--- config.mk ---
export PLATFORM = sky130hd
export DESIGN_NAME = pwm_shadow_ctrl
export DESIGN_NICKNAME = d
export VERILOG_FILES = /design/src/rtl/pwm_shadow_pkg.sv /design/src/rtl/pwm_shadow_regs.sv /design/src/rtl/pwm_shadow_core.sv /design/src/rtl/pwm_shadow_ctrl.sv
export SDC_FILE = /design/constraint.sdc
export NUM_CORES = 1
export LEC_CHECK = 0
export BUFFER_PORTS_ARGS = -buffer_cell sky130_fd_sc_hd__buf_2
export CORE_MARGIN = 3
export CORE_UTILIZATION = 30
export DETAILED_ROUTE_END_ITERATION = 12
export PLACE_DENSITY = 0.52
export SETUP_SLACK_MARGIN = 0.2
export SLEW_MARGIN = 20
export SYNTH_ARGS = -nofsm -noshare
export SYNTH_HDL_FRONTEND = slang
export SYNTH_SLANG_ARGS = --single-unit
--- constraint.sdc ---
create_clock -name clk_i -period 9.52 [get_ports clk_i]
set_input_delay 1.428 -clock clk_i [delete_from_list [all_inputs] [get_ports clk_i]]
set_output_delay 1.428 -clock clk_i [all_outputs]
set_load 0.005 [all_outputs]
--- src/rtl/pwm_shadow_pkg.sv ---
`timescale 1ns/1ps
package pwm_shadow_pkg;

   typedef enum logic [1:0] {
      SEL_NONE = 2'd0,
      SEL_PER  = 2'd1,
      SEL_DUTY = 2'd2,
      SEL_CTRL = 2'd3
   } reg_sel_e;

   // Map an address onto the register group of one channel.
   function automatic reg_sel_e sel_of(input logic [31:0] addr,
                                       input int per_b, input int duty_b,
                                       input int ctrl_b, input int stride,
                                       input int ch);
      reg_sel_e s;
      s = SEL_NONE;
      if (addr == 32'(per_b + stride * ch))  s = SEL_PER;
      if (addr == 32'(duty_b + stride * ch)) s = SEL_DUTY;
      if (addr == 32'(ctrl_b + stride * ch)) s = SEL_CTRL;
      return s;
   endfunction

endpackage

--- src/rtl/pwm_shadow_regs.sv ---
`timescale 1ns/1ps
module pwm_shadow_regs #(
   parameter int CNT_W = 16,
   parameter int DIV_W = 2,
   parameter int INV_BIT = 5
) (
   input  logic                          clk_i,
   input  logic                          rst_ni,
   input  logic                          wr_en_i,
   input  pwm_shadow_pkg::reg_sel_e      sel_i,
   input  logic [CNT_W-1:0]              wdata_i,
   input  logic                          commit_i,
   output logic [CNT_W-1:0]              per_o,
   output logic [CNT_W-1:0]              duty_o,
   output logic [DIV_W-1:0]              div_o,
   output logic                          inv_o,
   output logic                          pend_o
);
   import pwm_shadow_pkg::*;

   always_ff @(posedge clk_i) begin
      if (!rst_ni) begin
         per_o  <= '0;
         duty_o <= '0;
         div_o  <= '0;
         inv_o  <= 1'b0;
         pend_o <= 1'b0;
      end else begin
         // a period write arms the transfer; it wins over a same-cycle commit
         if (wr_en_i && sel_i == SEL_PER) begin
            per_o  <= wdata_i;
            pend_o <= 1'b1;
         end else if (commit_i) begin
            pend_o <= 1'b0;
         end
         if (wr_en_i && sel_i == SEL_DUTY) duty_o <= wdata_i;
         if (wr_en_i && sel_i == SEL_CTRL) begin
            div_o <= wdata_i[DIV_W-1:0];
            inv_o <= wdata_i[INV_BIT];
         end
      end
   end

endmodule

--- src/rtl/pwm_shadow_core.sv ---
`timescale 1ns/1ps
module pwm_shadow_core #(
   parameter int CNT_W = 16,
   parameter int DIV_W = 2,
   parameter bit OUT_REG = 1'b0
) (
   input  logic             clk_i,
   input  logic             rst_ni,
   input  logic             tick_i,
   input  logic             pend_i,
   input  logic [CNT_W-1:0] sh_per_i,
   input  logic [CNT_W-1:0] sh_duty_i,
   input  logic [DIV_W-1:0] sh_div_i,
   input  logic             sh_inv_i,
   output logic             commit_o,
   output logic             run_o,
   output logic             last_o,
   output logic [CNT_W-1:0] cnt_o,
   output logic [CNT_W-1:0] per_o,
   output logic [CNT_W-1:0] duty_o,
   output logic             pwm_o
);
   localparam int PS_W = (1 << DIV_W) - 1;

   logic [PS_W-1:0]  ps_q;
   logic [PS_W-1:0]  ps_lim;
   logic [DIV_W-1:0] div_q;
   logic             inv_q;
   logic             ptick;
   logic             level;

   assign ps_lim   = ~({PS_W{1'b1}} << div_q);
   assign ptick    = run_o & tick_i & (ps_q == ps_lim);
   assign last_o   = ptick & (cnt_o == per_o - CNT_W'(1));
   assign commit_o = pend_i & (~run_o | last_o);
   assign level    = run_o & ((cnt_o < duty_o) ^ inv_q);

   always_ff @(posedge clk_i) begin
      if (!rst_ni) begin
         run_o  <= 1'b0;
         cnt_o  <= '0;
         ps_q   <= '0;
         per_o  <= '0;
         duty_o <= '0;
         div_q  <= '0;
         inv_q  <= 1'b0;
      end else if (commit_o) begin
         per_o  <= sh_per_i;
         duty_o <= sh_duty_i;
         div_q  <= sh_div_i;
         inv_q  <= sh_inv_i;
         run_o  <= (sh_per_i != '0);
         cnt_o  <= '0;
         ps_q   <= '0;
      end else if (run_o && tick_i) begin
         ps_q <= (ps_q == ps_lim) ? '0 : ps_q + PS_W'(1);
         if (ptick) cnt_o <= last_o ? '0 : cnt_o + CNT_W'(1);
      end
   end

   generate
      if (OUT_REG) begin : g_out_ff
         always_ff @(posedge clk_i) begin
            if (!rst_ni) pwm_o <= 1'b0;
            else         pwm_o <= level;
         end
      end else begin : g_out_comb
         assign pwm_o = level;
      end
   endgenerate

endmodule

--- src/rtl/pwm_shadow_ctrl.sv ---
`timescale 1ns/1ps
module pwm_shadow_ctrl #(
   parameter int NUM_CH    = 4,
   parameter int CNT_W     = 16,
   parameter int DIV_W     = 2,
   parameter int INV_BIT   = 5,
   parameter int ADDR_W    = 12,
   parameter int PER_BASE  = 'h400,
   parameter int DUTY_BASE = 'h420,
   parameter int CTRL_BASE = 'h440,
   parameter int STRIDE    = 4,
   parameter bit OUT_REG   = 1'b0
) (
   input  logic              clk_i,
   input  logic              rst_ni,
   input  logic              tick_i,
   input  logic              wr_en_i,
   input  logic [ADDR_W-1:0] addr_i,
   input  logic [CNT_W-1:0]  wdata_i,
   output logic [CNT_W-1:0]  rdata_o,
   output logic [NUM_CH-1:0] pwm_o
);
   import pwm_shadow_pkg::*;

   localparam int SPAN = NUM_CH * STRIDE;

   initial begin
      if (INV_BIT < DIV_W || INV_BIT >= CNT_W)
         $error("polarity bit overlaps divider or exceeds data width");
      if (SPAN > DUTY_BASE - PER_BASE || SPAN > CTRL_BASE - DUTY_BASE)
         $error("register groups overlap");
      if (CTRL_BASE + SPAN > (1 << ADDR_W))
         $error("address width too small");
   end

   reg_sel_e                      sel_w   [NUM_CH];
   logic [NUM_CH-1:0][CNT_W-1:0]  sh_per_w, sh_duty_w;
   logic [NUM_CH-1:0][DIV_W-1:0]  sh_div_w;
   logic [NUM_CH-1:0]             sh_inv_w, pend_w, commit_w, run_w, last_w;
   logic [NUM_CH-1:0][CNT_W-1:0]  cnt_w, act_per_w, act_duty_w;

   generate
      for (genvar c = 0; c < NUM_CH; c++) begin : g_ch
         assign sel_w[c] = sel_of(32'(addr_i), PER_BASE, DUTY_BASE,
                                  CTRL_BASE, STRIDE, c);

         pwm_shadow_regs #(.CNT_W(CNT_W), .DIV_W(DIV_W), .INV_BIT(INV_BIT)) regs_i (
            .clk_i(clk_i), .rst_ni(rst_ni), .wr_en_i(wr_en_i),
            .sel_i(sel_w[c]), .wdata_i(wdata_i), .commit_i(commit_w[c]),
            .per_o(sh_per_w[c]), .duty_o(sh_duty_w[c]), .div_o(sh_div_w[c]),
            .inv_o(sh_inv_w[c]), .pend_o(pend_w[c]));

         pwm_shadow_core #(.CNT_W(CNT_W), .DIV_W(DIV_W), .OUT_REG(OUT_REG)) core_i (
            .clk_i(clk_i), .rst_ni(rst_ni), .tick_i(tick_i), .pend_i(pend_w[c]),
            .sh_per_i(sh_per_w[c]), .sh_duty_i(sh_duty_w[c]),
            .sh_div_i(sh_div_w[c]), .sh_inv_i(sh_inv_w[c]),
            .commit_o(commit_w[c]), .run_o(run_w[c]), .last_o(last_w[c]),
            .cnt_o(cnt_w[c]), .per_o(act_per_w[c]), .duty_o(act_duty_w[c]),
            .pwm_o(pwm_o[c]));
      end
   endgenerate

   // read path returns the visible copies
   always_comb begin
      rdata_o = '0;
      for (int c = 0; c < NUM_CH; c++) begin
         case (sel_w[c])
            SEL_PER:  rdata_o = rdata_o | sh_per_w[c];
            SEL_DUTY: rdata_o = rdata_o | sh_duty_w[c];
            SEL_CTRL: begin
               rdata_o[DIV_W-1:0] = rdata_o[DIV_W-1:0] | sh_div_w[c];
               rdata_o[INV_BIT]   = rdata_o[INV_BIT] | sh_inv_w[c];
            end
            default: ;
         endcase
      end
   end

endmodule

Word-level counts from Yosys, hierarchy flattened
Index checks and enable logic that the tools add are counted.
{"block": "classes", "n_addsub": 12, "shifts": 4, "multipliers": 0, "mux": 44, "n_eq_ne": 32, "div": 0, "n_reduce_logical": 32, "n_bitwise": 49, "order_cmp": 4}
{"operator": "12-bit by 11-bit equality test with 1-bit output (second input constant)", "count": 12}
{"operator": "16-bit bitwise OR", "count": 6}
{"operator": "10-bit case mux with 2 select lines", "count": 4}
{"operator": "16-bit by 1-bit adder with 16-bit output (second input constant)", "count": 4}
{"operator": "16-bit equality test", "count": 4}
{"operator": "16-bit < comparator", "count": 4}
{"operator": "16-bit 2-to-1 mux", "count": 4}
{"operator": "16-bit nonzero test", "count": 4}
{"operator": "16-bit by 1-bit subtractor with 16-bit output (second input constant)", "count": 4}
{"operator": "2-bit case mux with 3 select lines", "count": 4}
{"operator": "3-bit case mux with 2 select lines", "count": 4}
{"operator": "1-bit AND", "count": 20}
{"operator": "2-bit equality test (second input constant)", "count": 8}
{"operator": "1-bit logical AND", "count": 16}
{"operator": "2-bit 2-to-1 mux", "count": 8}
{"operator": "3-bit by 1-bit adder with 3-bit output (second input constant)", "count": 4}
{"operator": "3-bit equality test", "count": 4}
{"operator": "1-bit 2-to-1 mux", "count": 12}
{"operator": "3-bit 2-to-1 mux", "count": 4}
{"operator": "3-bit NOT", "count": 4}
{"operator": "1-bit case mux with 3 select lines", "count": 4}
{"operator": "3-bit by 2-bit left shift with 3-bit output (first input constant)", "count": 4}
{"operator": "2-bit by 1-bit equality test with 1-bit output (second input constant)", "count": 4}
{"operator": "2-bit AND reduction", "count": 4}
{"operator": "other kinds (6)", "count": 27}
{"block": "totals", "in_bits": 32, "output_inout_bits": 20, "word_cells": 225, "ramBits": 0, "rom_bits": 0, "latchBits": 0, "reg_bits": 364, "n_memories": 0}

Logic depth before layout (Yosys ltp)
Gate-level depths: netlist of the first run.
{"block": "depth", "word_depth": 12, "mapped_depth": 13, "ltp_nobuf": 12}

Modules after synthesis
A second synthesis of the first run with hierarchy kept.
{"block": "unflattened", "cells_unflattened": 2411, "hier_area_um2": 20998.9}
{"module": "pwm_shadow_core", "instances": 4, "cells_per_inst": 408, "area_per_inst_um2": 3448.3, "seq_area_each_um2": 1101.1}
{"module": "pwm_shadow_regs", "instances": 4, "cells_per_inst": 137, "area_per_inst_um2": 1377.6, "seq_area_each_um2": 720.7}
{"module": "pwm_shadow_ctrl", "instances": 1, "cells_per_inst": 231, "area_per_inst_um2": 1695.4, "seq_area_each_um2": 0.0}

Worst setup path before layout of the first run
Ideal clock, no wire load.
{"block": "synth_path", "path_kind": "input port to output port", "from": "input addr_i[9]", "to": "output rdata_o[10]", "slack_ns": 4.146, "required_time_ns": 8.092, "t_arrival_ns": 3.946, "path_stages": 13, "n_path_buf": 2, "cell_sequence": "nor4b_1 nand3b_1 nor3_1 inv_1 ha_1 clkbuf_1 clkbuf_1 a22oi_1 o22ai_1 a21o_1 a2bb2oi_1 o21ai_0 a22o_1"}
{"block": "synth_via", "elab_chain_cells": 12}
{"element": "from (decl)", "line": "pwm_shadow_ctrl.sv:18", "rtl": "input logic [ADDR_W-1:0] addr_i,"}
{"element": "12-bit by 11-bit equality test with 1-bit output", "line": "pwm_shadow_pkg.sv:18", "rtl": "if (addr == 32'(per_b + stride * ch)) s = SEL_PER;"}
{"element": "1-bit 2-to-1 mux", "line": "pwm_shadow_pkg.sv:18"}
{"element": "2-bit 2-to-1 mux", "line": "pwm_shadow_pkg.sv:19", "rtl": "if (addr == 32'(duty_b + stride * ch)) s = SEL_DUTY;"}
{"element": "2-bit 2-to-1 mux", "line": "pwm_shadow_pkg.sv:20", "rtl": "if (addr == 32'(ctrl_b + stride * ch)) s = SEL_CTRL;"}
{"element": "2-bit equality test / 2-bit by 1-bit equality test with 1-bit output (equally long branches)", "line": "pwm_shadow_ctrl.sv:67", "rtl": "case (sel_w[c])"}
{"element": "10-bit case mux with 2 select lines", "line": "pwm_shadow_ctrl.sv:67"}
{"element": "16-bit bitwise OR (on tied branches)", "line": "pwm_shadow_ctrl.sv:69, pwm_shadow_ctrl.sv:68"}
{"element": "10-bit case mux with 2 select lines", "line": "pwm_shadow_ctrl.sv:67"}
{"element": "16-bit bitwise OR (on tied branches)", "line": "pwm_shadow_ctrl.sv:69, pwm_shadow_ctrl.sv:68"}
{"element": "10-bit case mux with 2 select lines", "line": "pwm_shadow_ctrl.sv:67"}
{"element": "16-bit bitwise OR (on tied branches)", "line": "pwm_shadow_ctrl.sv:69, pwm_shadow_ctrl.sv:68"}
{"element": "10-bit case mux with 2 select lines *", "line": "pwm_shadow_ctrl.sv:67"}
{"element": "to (decl)", "line": "pwm_shadow_ctrl.sv:20", "rtl": "output logic [CNT_W-1:0] rdata_o,"}
Mark *: on every way between the ends. The rest lies on a longest branch, timed or not.

Worst setup path after layout of the first run
{"block": "layout_path", "from": "input addr_i[1]", "to": "output rdata_o[15]"}
Same word-level chain as after synthesis.

==> results of run 1 <==
## layout make-up
type | instances | area, sq um
Antenna cell | 1 | 2.502
Clock buffer | 59 | 1257
Clock inverter | 19 | 335.3
Fill cell | 7634 | 47690
Inverter | 133 | 504.2
Multi-Input combinational cell | 2144 | 13050
Sequential cell | 364 | 7289
Tap cell | 950 | 1189
Timing Repair Buffer | 71 | 415.4
## cells in the final DEF, fill, tap and decap left out, drive strengths merged, types with 16 or more instances in the layout
| cell | instances |
|---|---|
| xnor2 | 74 |
| o21ai | 61 |
| o22ai | 16 |
| nor3b | 43 |
| nor3 | 82 |
| nand2b | 17 |
| ha | 84 |
| nand4 | 37 |
| buf | 71 |
| a22oi | 34 |
| a21o | 41 |
| and3 | 105 |
| a21oi | 201 |
| xor2 | 50 |
| a22o | 17 |
| clkbuf | 59 |
| mux2i | 83 |
| inv | 134 |
| nand3 | 191 |
| nor2 | 125 |
| nand2 | 491 |
| a31oi | 78 |
| dfxtp | 364 |
| o211ai | 79 |
| nor4 | 43 |
## synth_stat cells (78+ instances only)
cell type	n
o211ai_1	79
mux2i_1	83
clkbuf_1	178
dfxtp_1	364
and3_1	105
nor3_1	82
nor2_1	124
nand2_1	491
ha_1	84
inv_1	131
a31oi_1	78
nand3_1	191
a21oi_1	201
## power groups by stage
stage / sequential, uW / combinational [uW] / clock, uW
2_1_floorplan: 1560 / 48.0 / 0
3_3_place_gp: 1560 / 78.5 / 0
3_5_place_dp: 1560 / 77.9 / 0
4_1_cts: 1520 / 78.1 / 1920
5_1_grt: 1520 / 84.7 / 1970
6_report: 1520 / 80.8 / 1870
## layer usage
| layer | wire, um | part of all wire (%) | vias up | track usage [%] |
|---|---|---|---|---|
| li1 | - | - | 9979 | - |
| met1 | 35140 | 48 | 9553 | 27.47 |
| met2 | 31610 | 43 | 603 | 28.83 |
| met3 | 4501 | 6.2 | 104 | 2.616 |
| met4 | 1668 | 2.3 | 6 | 4.975 |
| met5 | 30 | 0.041 | - | 0 |
## worst register-to-register path, delay by kind of cell, from the launching register on
family | cells | cell delay (ns)
simple gates | 5 | 1.99
buf+inv | 2 | 0.62
compound gates | 2 | 0.44
flops | 1 | 0.37
fa+ha+maj | 1 | 0.29
## registers in the layout (all words and copies together), names as in the netlist
signal              flops
g_ch.regs_i.duty_o     64
g_ch.core_i.cnt_o      64
g_ch.core_i.inv_q       4
g_ch.regs_i.inv_o       4
g_ch.regs_i.per_o      64
g_ch.core_i.ps_q       12
g_ch.regs_i.pend_o      4
g_ch.core_i.div_q       8
g_ch.core_i.per_o      64
g_ch.core_i.run_o       4
g_ch.regs_i.div_o       8
g_ch.core_i.duty_o     64
## worst min path at each step
stage | from | endpoint | slack, ns | cells past startpoint
2_1_floorplan | g_ch[0].core_i.duty_o[10] | g_ch[0].core_i.duty_o[10] | 0.43 | 2
6_report | g_ch[0].core_i.duty_o[13] | g_ch[0].core_i.duty_o[13] | 0.46 | 2
5_1_grt | g_ch[0].core_i.duty_o[7] | g_ch[0].core_i.duty_o[7] | 0.48 | 2
3_3_place_gp | g_ch[3].core_i.duty_o[2] | g_ch[3].core_i.duty_o[2] | 0.44 | 2
3_5_place_dp | g_ch[0].core_i.duty_o[3] | g_ch[0].core_i.duty_o[3] | 0.45 | 2
4_1_cts | g_ch[0].core_i.duty_o[6] | g_ch[0].core_i.duty_o[6] | 0.46 | 2
## cell families after synthesis
family                   count (synthesis)  share of synthesized area [%]
AND/OR/NAND/NOR                       1231                          27.61
AO/OA/AOI/OAI                          620                          18.38
flip-flops                             364                          33.48
buffers and inverters                  363                          6.790
XOR/XNOR                               124                          4.990
multiplexers                            85                          3.921
adder cells (fa/ha/maj)                 84                          4.829
## through the flow
step | setup slack [ns] | cells | utilization, % | hold WS [ns] | total power [uW]
finish | 3.004 | 3741 | 33.52 | 0.4555 | 3473
global route | 2.741 | 3740 | 33.52 | 0.4770 | 3576
CTS | 3.063 | 3739 | 33.49 | 0.4579 | 3517
detailed placement | 3.077 | 3661 | 31.27 | 0.4483 | 1635
global placement | 3.129 | 3661 | 31.26 | 0.4448 | 1636
floorplan | 4.146 | 2871 | - | 0.4347 | 1605
==> flow_metrics.env, run 1 <==
export IMPL_outcome="complete, no violations"
export IMPL_fp_row_count=98
export IMPL_cpPeakStageDelay_ns=0.51
export IMPL_rrSetupSlack_ns=5.66
export IMPL_synth_seq_area_share_pct=33.48
export IMPL_hpwl_um=50280
export IMPL_swShare_pct=22.85
export IMPL_worst_pin_slew_ns=1.053
export IMPL_internal_power_uw=2680
export IMPL_finalMaxSlewViolations=0
export IMPL_root_buffer="clkbuf_16"
export IMPL_cts_buffer_depth=3
export IMPL_timing_final_crit_share_pct=68.44
export IMPL_clockPowerShare_pct=53.8
export IMPL_cts_resized=0
export IMPL_ys_warn_count=0
export IMPL_insertion_delay_ns=0.59
export IMPL_synth_edf_count=0
export IMPL_power_density_mw_per_mm2=144.5
export IMPL_fmax_ghz=0.1535
export IMPL_synthesis_area_sq_mm=0.02176
export IMPL_drt_first_pass_iters=6
export IMPL_wl_per_cell_um=19.50
export IMPL_drv_cap=0
export IMPL_cp_arrival_ns=5.09
export IMPL_antenna_left=0
export IMPL_critical_path_slowest_cell="nand3b_1"
export IMPL_slew_headroom_pct=29.32
export IMPL_path_delay_family="simple AND/OR/NAND/NOR gates"
export IMPL_cp_start_kind="primary input"
export IMPL_drive_gt1_share_pct=6.380
export IMPL_peakVddDrop_mv=0.1459
export IMPL_period_needed_ns=6.516
export IMPL_cp_buffers_inverters=3
export IMPL_postSynthNetCount=2987
export IMPL_routed_wl_um=72960
export IMPL_setup_viol=0
export IMPL_placed_cell_area_sq_mm=0.02243
export IMPL_fp_dieArea_sq_mm=0.07581
export IMPL_cts_made_buffers=44
export IMPL_clk_pin_slew_ns=0.06
export IMPL_critical_path_depth=14
export IMPL_critPathLaunch="addr_i[1]"
export IMPL_r2r_start="g_ch[2].core_i.per_o[0]"
export IMPL_path_common_cell="buf_2"
export IMPL_grt_pass1_wl_um=112800
export IMPL_place_congestion=0.8758
export IMPL_required_ns=8.09
export IMPL_yosys_area_top_type="dfxtp_1"
export IMPL_r2r_cells=10
export IMPL_drt_initial_drc_count=2081
export IMPL_hold_class="reg2reg"
export IMPL_cts_setup_buffers=0
export IMPL_ios=52
export IMPL_hold_viol_final=0
export IMPL_drc=0
export IMPL_vias=20245
export IMPL_grt_antenna_before_repair=7
export IMPL_die_x_um=275.3
export IMPL_power_leakage_uw=0.008301
export IMPL_final_net_count=2874
export IMPL_yosys_most_used_dff="dfxtp_1"
export IMPL_setup_tns_ns=0
export IMPL_cp_cell_sequence="buf_2 -> nor4_1 -> nand3b_1 -> nor2_1 -> inv_1 -> ha_1 -> nor3_1 -> or2_2 -> o22ai_1 -> a21oi_1 -> a2bb2oi_1 -> o21ai_0 -> a22o_1 -> buf_2"
export IMPL_port_buffers=51
export IMPL_chipHeight_um=275.3
export IMPL_clock_sinks=364
export IMPL_cp_end_kind="output pin"
export IMPL_syn_area_per_cell_sq_um=7.580
export IMPL_synth_area_leaders="dfxtp_1, nand2_1, ha_1"
export IMPL_syn_inst=2871
export IMPL_cts_max_level=2
export IMPL_cts_tree="yes"
export IMPL_grt_overflow=0
export IMPL_switchingPower_uw=793.6
export IMPL_synth_distinct_cells=79
export IMPL_ctsHoldBuffers=0
export IMPL_rsz0062_at_grt="no"
export IMPL_clock_skew_ns=0.02404
export IMPL_path_class="in2out"
export IMPL_area_growth_pct=10.49
export IMPL_grt_pass1_vias=18290
export IMPL_pwr_share_seq_pct=43.9
export IMPL_viasPerCell=5.412
export IMPL_path_max_fanout=20
export IMPL_r2r_end="g_ch[2].core_i.per_o[0]"
export IMPL_pwr_share_comb_pct=2.3
export IMPL_initial_core_util_pct=30.34
export IMPL_grtUsageTotal_pct=18.79
export IMPL_grt_max_degree=143
export IMPL_fin_area_sq_mm=0.02405
export IMPL_async_reset_ff_share_pct=0
export IMPL_ys_seq_elements=364
export IMPL_cp_endpoint="rdata_o[15]"
export IMPL_coreArea_sq_mm=0.07173
export IMPL_synth_top_area_share_pct=33.48
No activity file was read; power rests on OpenSTA's default activity.
==> run 2, diff against run 1 <==
--- a/config.mk
+++ b/config.mk
@@ -9,7 +9,7 @@
 export CORE_MARGIN = 3
 export CORE_UTILIZATION = 30
 export DETAILED_ROUTE_END_ITERATION = 12
-export PLACE_DENSITY = 0.52
+export PLACE_DENSITY = 0.54
 export SETUP_SLACK_MARGIN = 0.2
 export SLEW_MARGIN = 20
 export SYNTH_ARGS = -nofsm -noshare
==> constraint.sdc (replaced) <==
create_clock -name clk_i -period 5.9 [get_ports clk_i]
set_input_delay 0.885 -clock clk_i [delete_from_list [all_inputs] [get_ports clk_i]]
set_output_delay 0.885 -clock clk_i [all_outputs]
set_load 0.005 [all_outputs]
==> run 2 against run 1 <==
Cell area rose by 0.18%. Critical path depth fell by 1. First-iteration DRC count fell by 0.29%. Die area did not move. Hold slack barely moved. Critical path type unchanged.
==> flow_metrics.env, run 2 (synthesized netlist as in run 1, its figures left out) <==
export IMPL_hpwl_um=49700
export IMPL_final_net_count=2879
export IMPL_chipHeight_um=275.3
export IMPL_root_buffer="clkbuf_16"
export IMPL_setup_viol=0
export IMPL_cp_cell_sequence="buf_2 -> nor4b_1 -> nand3b_1 -> nor2_1 -> ha_1 -> nor3_1 -> or2_2 -> o22ai_1 -> a21oi_1 -> a2bb2oi_1 -> o21ai_0 -> a22o_1 -> buf_2"
export IMPL_ios=52
export IMPL_clock_skew_ns=0.02275
export IMPL_min_from="g_ch[3].core_i.duty_o[12]"
export IMPL_cp_buffers_inverters=2
export IMPL_outcome="complete, no violations"
export IMPL_grt_antenna_before_repair=11
export IMPL_multi_input_area_sq_mm=0.01304
export IMPL_cts_buffer_depth=3
export IMPL_power_leakage_uw=0.008327
export IMPL_clockPowerShare_pct=53.8
export IMPL_slew_headroom_pct=31.59
export IMPL_cts_made_buffers=44
export IMPL_timing_final_crit_share_pct=88.30
export IMPL_fmax_ghz=0.1920
export IMPL_wl_per_cell_um=19.23
export IMPL_wl_met2_um=31270
export IMPL_critical_path_depth=13
export IMPL_drive_gt1_share_pct=6.435
export IMPL_cts_tree="yes"
export IMPL_initial_core_util_pct=30.34
export IMPL_required_ns=5.02
export IMPL_period_needed_ns=5.210
export IMPL_final_cell_mix="nand2_1, dfxtp_1, a21oi_1"
export IMPL_cpPeakStageDelay_ns=0.49
export IMPL_finalWorstSetupSlack_ns=0.6903
export IMPL_r2r_cells=11
export IMPL_path_delay_family="simple AND/OR/NAND/NOR gates"
export IMPL_routed_wl_um=72100
export IMPL_internal_power_uw=4302
export IMPL_fp_row_count=98
export IMPL_coreArea_sq_mm=0.07173
export IMPL_cts_resized=0
export IMPL_grt_overflow=0
export IMPL_die_x_um=275.3
export IMPL_critPathLaunch="addr_i[9]"
export IMPL_port_buffers=51
export IMPL_worst_pin_slew_ns=1.026
export IMPL_cp_end_kind="output pin"
export IMPL_path_max_fanout=14
export IMPL_wl_met3_um=4851
export IMPL_met1_length_um=33910
export IMPL_finalMaxSlewViolations=0
export IMPL_critical_path_slowest_cell="nand3b_1"
export IMPL_drt_initial_drc_count=2075
export IMPL_vias=20476
export IMPL_clock_sinks=364
export IMPL_power_density_mw_per_mm2=232.5
export IMPL_pwr_share_comb_pct=2.3
export IMPL_path_class="in2out"
export IMPL_r2r_start="g_ch[2].core_i.per_o[1]"
export IMPL_grt_pass1_vias=18519
export IMPL_area_growth_pct=10.69
export IMPL_fp_dieArea_sq_mm=0.07581
export IMPL_grt_pass1_wl_um=112300
export IMPL_antenna_left=0
export IMPL_final_common_cell="nand2_1"
export IMPL_cp_start_kind="primary input"
export IMPL_pre_cts_ws_ns=0.7161
export IMPL_hold_depth=2
export IMPL_rsz0062_at_grt="no"
export IMPL_drv_cap=0
export IMPL_cp_arrival_ns=4.32
export IMPL_drc=0
export IMPL_setup_tns_ns=0
export IMPL_swShare_pct=23.20
export IMPL_cts_setup_buffers=0
export IMPL_seq_area_sq_mm=0.007289
export IMPL_cts_max_level=2
export IMPL_clk_pin_slew_ns=0.06
export IMPL_grtUsageTotal_pct=18.63
export IMPL_path_common_cell="buf_2"
export IMPL_peakVddDrop_mv=0.1761
export IMPL_insertion_delay_ns=0.59
export IMPL_hold_viol_final=0
export IMPL_finish_utilization_pct=33.58
export IMPL_highest_signal_layer="met5"
export IMPL_nFillCells=7588
export IMPL_place_congestion=0.8699
export IMPL_switchingPower_uw=1299
export IMPL_hold_class="reg2reg"
export IMPL_drt_first_pass_iters=6
export IMPL_grt_max_degree=140
export IMPL_pwr_share_seq_pct=43.9
export IMPL_viasPerCell=5.460
export IMPL_ctsHoldBuffers=0
-- run 2: changes by cell type in the layout (fill, tap and decap cells not counted), sizes merged --
cell	previous run	this run
diode	1	3
inv	134	132
clkinv	6	11
buf	71	76
clkinvlp	4	3
-- run 2: final cells by class --
class	instances	share of cell area, %
inverter	133	2.093
sequential	364	30.26
antenna	3	0.03116
timing repair buffer	76	1.880
tap	950	4.934
clock inverter	21	1.584
clock buffer	59	5.095
multi-input combinational	2144	54.12
-- run 2: metrics by stage --
stage,instances,hold WS (ns),area (sq um),power [uW]
after floorplan,2871,0.4347,21760,2590
after global placement,3666,0.4462,22460,2638
after detailed placement,3666,0.4472,22460,2637
after CTS,3746,0.4602,24070,5658
after global routing,3747,0.4700,24080,5766
final,3750,0.4556,24090,5602
-- run 2: worst paths after layout --
check,to,slack [ns]
hold / removal,g_ch[3].core_i.duty_o[12],0.46
setup / recovery,rdata_o[11],0.69
hold reg to reg,g_ch[3].core_i.duty_o[12],0.46
setup reg to reg,g_ch[2].core_i.duty_o[2],1.94
-- run 2: worst register-to-register path, delay by kind of cell (launching register included) --
family                   cells  cell delay, ns
flip-flops                   1            0.35
buffers and inverters        3            1.05
AO/OA/AOI/OAI                2            0.48
adder cells (fa/ha/maj)      1            0.29
AND/OR/NAND/NOR              5            1.65
-- run 2: layer usage --
metal	vias up	GRT usage, %
met5	-	0
met4	6	5.475
met3	115	3.408
met2	667	28.20
met1	9681	26.83
li1	10007	-
-- run 2: power by group through the flow --
stage | Combinational, uW | Sequential (uW) | Clock (uW)
global route | 135 | 2460 | 3170
floorplan | 77.4 | 2510 | 0
global placement | 125 | 2510 | 0
CTS | 125 | 2460 | 3080
detailed placement | 125 | 2510 | 0
finish | 128 | 2460 | 3020
==> run 3, diff against run 2 <==
--- a/config.mk
+++ b/config.mk
@@ -7,9 +7,10 @@
 export LEC_CHECK = 0
 export BUFFER_PORTS_ARGS = -buffer_cell sky130_fd_sc_hd__buf_2
 export CORE_MARGIN = 3
-export CORE_UTILIZATION = 30
+export CORE_UTILIZATION = 58
 export DETAILED_ROUTE_END_ITERATION = 12
-export PLACE_DENSITY = 0.54
+export MAX_ROUTING_LAYER = met4
+export PLACE_DENSITY = 0.86
 export SETUP_SLACK_MARGIN = 0.2
 export SLEW_MARGIN = 20
 export SYNTH_ARGS = -nofsm -noshare
==> run 3 against run 2 <==
First-iteration DRC count up 27%. Clock power down 16%. Combinational power decreased by 6%. Via count is 3.8% higher. Sequential share of layout area is 1.3 points higher. Largest cell class unchanged. Largest power group unchanged.
==> flow_metrics.env, run 3 (synthesized netlist as in run 1, its figures left out) <==
export IMPL_clock_skew_ns=0.01678
export IMPL_place_congestion=1.079
export IMPL_coreArea_sq_mm=0.03679
export IMPL_fmax_ghz=0.1899
export IMPL_cp_end_kind="output pin"
export IMPL_drv_cap=0
export IMPL_area_growth_pct=6.313
export IMPL_final_cell_mix="nand2_1, dfxtp_1, a21oi_1"
export IMPL_finish_utilization_pct=62.90
export IMPL_initial_core_util_pct=59.16
export IMPL_cts_max_level=2
export IMPL_grt_antenna_before_repair=2
export IMPL_vias=21248
export IMPL_cp_arrival_ns=4.38
export IMPL_grt_max_degree=162
export IMPL_drt_first_pass_iters=6
export IMPL_path_class="in2out"
export IMPL_hold_class="reg2reg"
export IMPL_clk_pin_slew_ns=0.06
export IMPL_port_buffers=51
export IMPL_grt_pass1_vias=19572
export IMPL_drt_initial_drc_count=2636
export IMPL_outcome="complete, no violations"
export IMPL_power_density_mw_per_mm2=220.8
export IMPL_wl_per_cell_um=20.18
export IMPL_grt_pass1_wl_um=104100
export IMPL_drc=0
export IMPL_timing_final_crit_share_pct=89.24
export IMPL_fp_row_count=70
export IMPL_grt_overflow=0
export IMPL_hold_depth=2
export IMPL_clock_sinks=364
export IMPL_peakVddDrop_mv=0.2386
export IMPL_rsz0062_at_grt="no"
export IMPL_setup_viol=0
export IMPL_cts_tree="yes"
export IMPL_period_needed_ns=5.265
export IMPL_fp_dieArea_sq_mm=0.03988
export IMPL_worst_pin_slew_ns=1.048
export IMPL_cts_made_buffers=41
export IMPL_whs_ns=0.4566
export IMPL_root_buffer="clkbuf_16"
export IMPL_required_ns=5.02
export IMPL_power_uw=5109
export IMPL_r2r_cells=11
export IMPL_cts_resized=0
export IMPL_final_common_cell="nand2_1"
export IMPL_chipHeight_um=199.7
export IMPL_die_x_um=199.7
export IMPL_hold_viol_final=0
export IMPL_hpwl_um=45510
export IMPL_slew_headroom_pct=30.15
export IMPL_final_net_count=2869
export IMPL_cp_start_kind="primary input"
export IMPL_ios=52
export IMPL_insertion_delay_ns=0.57
export IMPL_drive_gt1_share_pct=5.969
export IMPL_finalMaxSlewViolations=0
export IMPL_antenna_left=0
export IMPL_cts_buffer_depth=3
export IMPL_ctsHoldBuffers=0
export IMPL_routed_wl_um=65610
export IMPL_path_max_fanout=20
export IMPL_viasPerCell=6.536
export IMPL_power_leakage_uw=0.008166
export IMPL_setup_tns_ns=0
export IMPL_cts_setup_buffers=0
export IMPL_grtUsageTotal_pct=32.98
[run 3: cell types whose count changed in the layout (fill, tap and decap cells not counted), sizes merged]
cell      change
clkinv        -1
diode         -1
buf           -7
clkinvlp      -1
bufinv        -6
inv           +2
clkbuf        -3
[run 3: final cells by class]
class | count | area, sq um
clock inverters | 15 | 148.9
inverters | 133 | 501.7
repair buffers | 69 | 412.9
well taps | 468 | 585.6
fillers | 3134 | 13650
flip-flops and latches | 364 | 7292
multi-input cells | 2144 | 13040
diodes | 2 | 5.005
clock buffers | 56 | 1152
[run 3: metal layers]
layer / vias to the layer above / part of all wire [%] / track usage, %
met5: - / 0 / -
met4: 0 / 4.3 / 13.83
met3: 210 / 9.7 / 6.289
met2: 1029 / 45 / 50.13
met1: 10056 / 41 / 43.21
li1: 9953 / - / -
[run 3: worst max-delay path: stages]
cell and delay, ns:
buf_2 0.10, nor4_1 0.44, nand3b_1 0.42, nor2_1 0.27
inv_1 0.09, ha_1 0.48, nor3_1 0.25, or2_2 0.32
o22ai_1 0.16, a21oi_1 0.17, a2bb2oi_1 0.28, o21ai_0 0.14
a22o_1 0.26, buf_2 0.13
[run 3: worst paths after layout]
path         slack (ns)                   endpoint                 startpoint
max                0.63                rdata_o[12]                  addr_i[1]
min                0.46  g_ch[0].core_i.duty_o[10]  g_ch[0].core_i.duty_o[10]
max reg2reg        1.58       g_ch[2].core_i.run_o    g_ch[2].core_i.per_o[0]
min reg2reg        0.46  g_ch[0].core_i.duty_o[10]  g_ch[0].core_i.duty_o[10]
[run 3: power breakdown]
group / total (uW) / internal (uW) / switching [uW] / leakage (uW)
registers: 2460 / 2460 / 0.353 / 0.00293
clock network: 2530 / 1460 / 1070 / 0.000638
logic: 120 / 15.6 / 104 / 0.00460
[run 3: through the flow]
stage               cell area, sq um  instances  worst slack (ns)
floorplan                      21760       2871             1.612
global placement               21810       3178            0.8165
detailed placement             21820       3178            0.7318
CTS                            23120       3249            0.7134
global route                   23140       3251            0.2786
finish                         23140       3251            0.6347
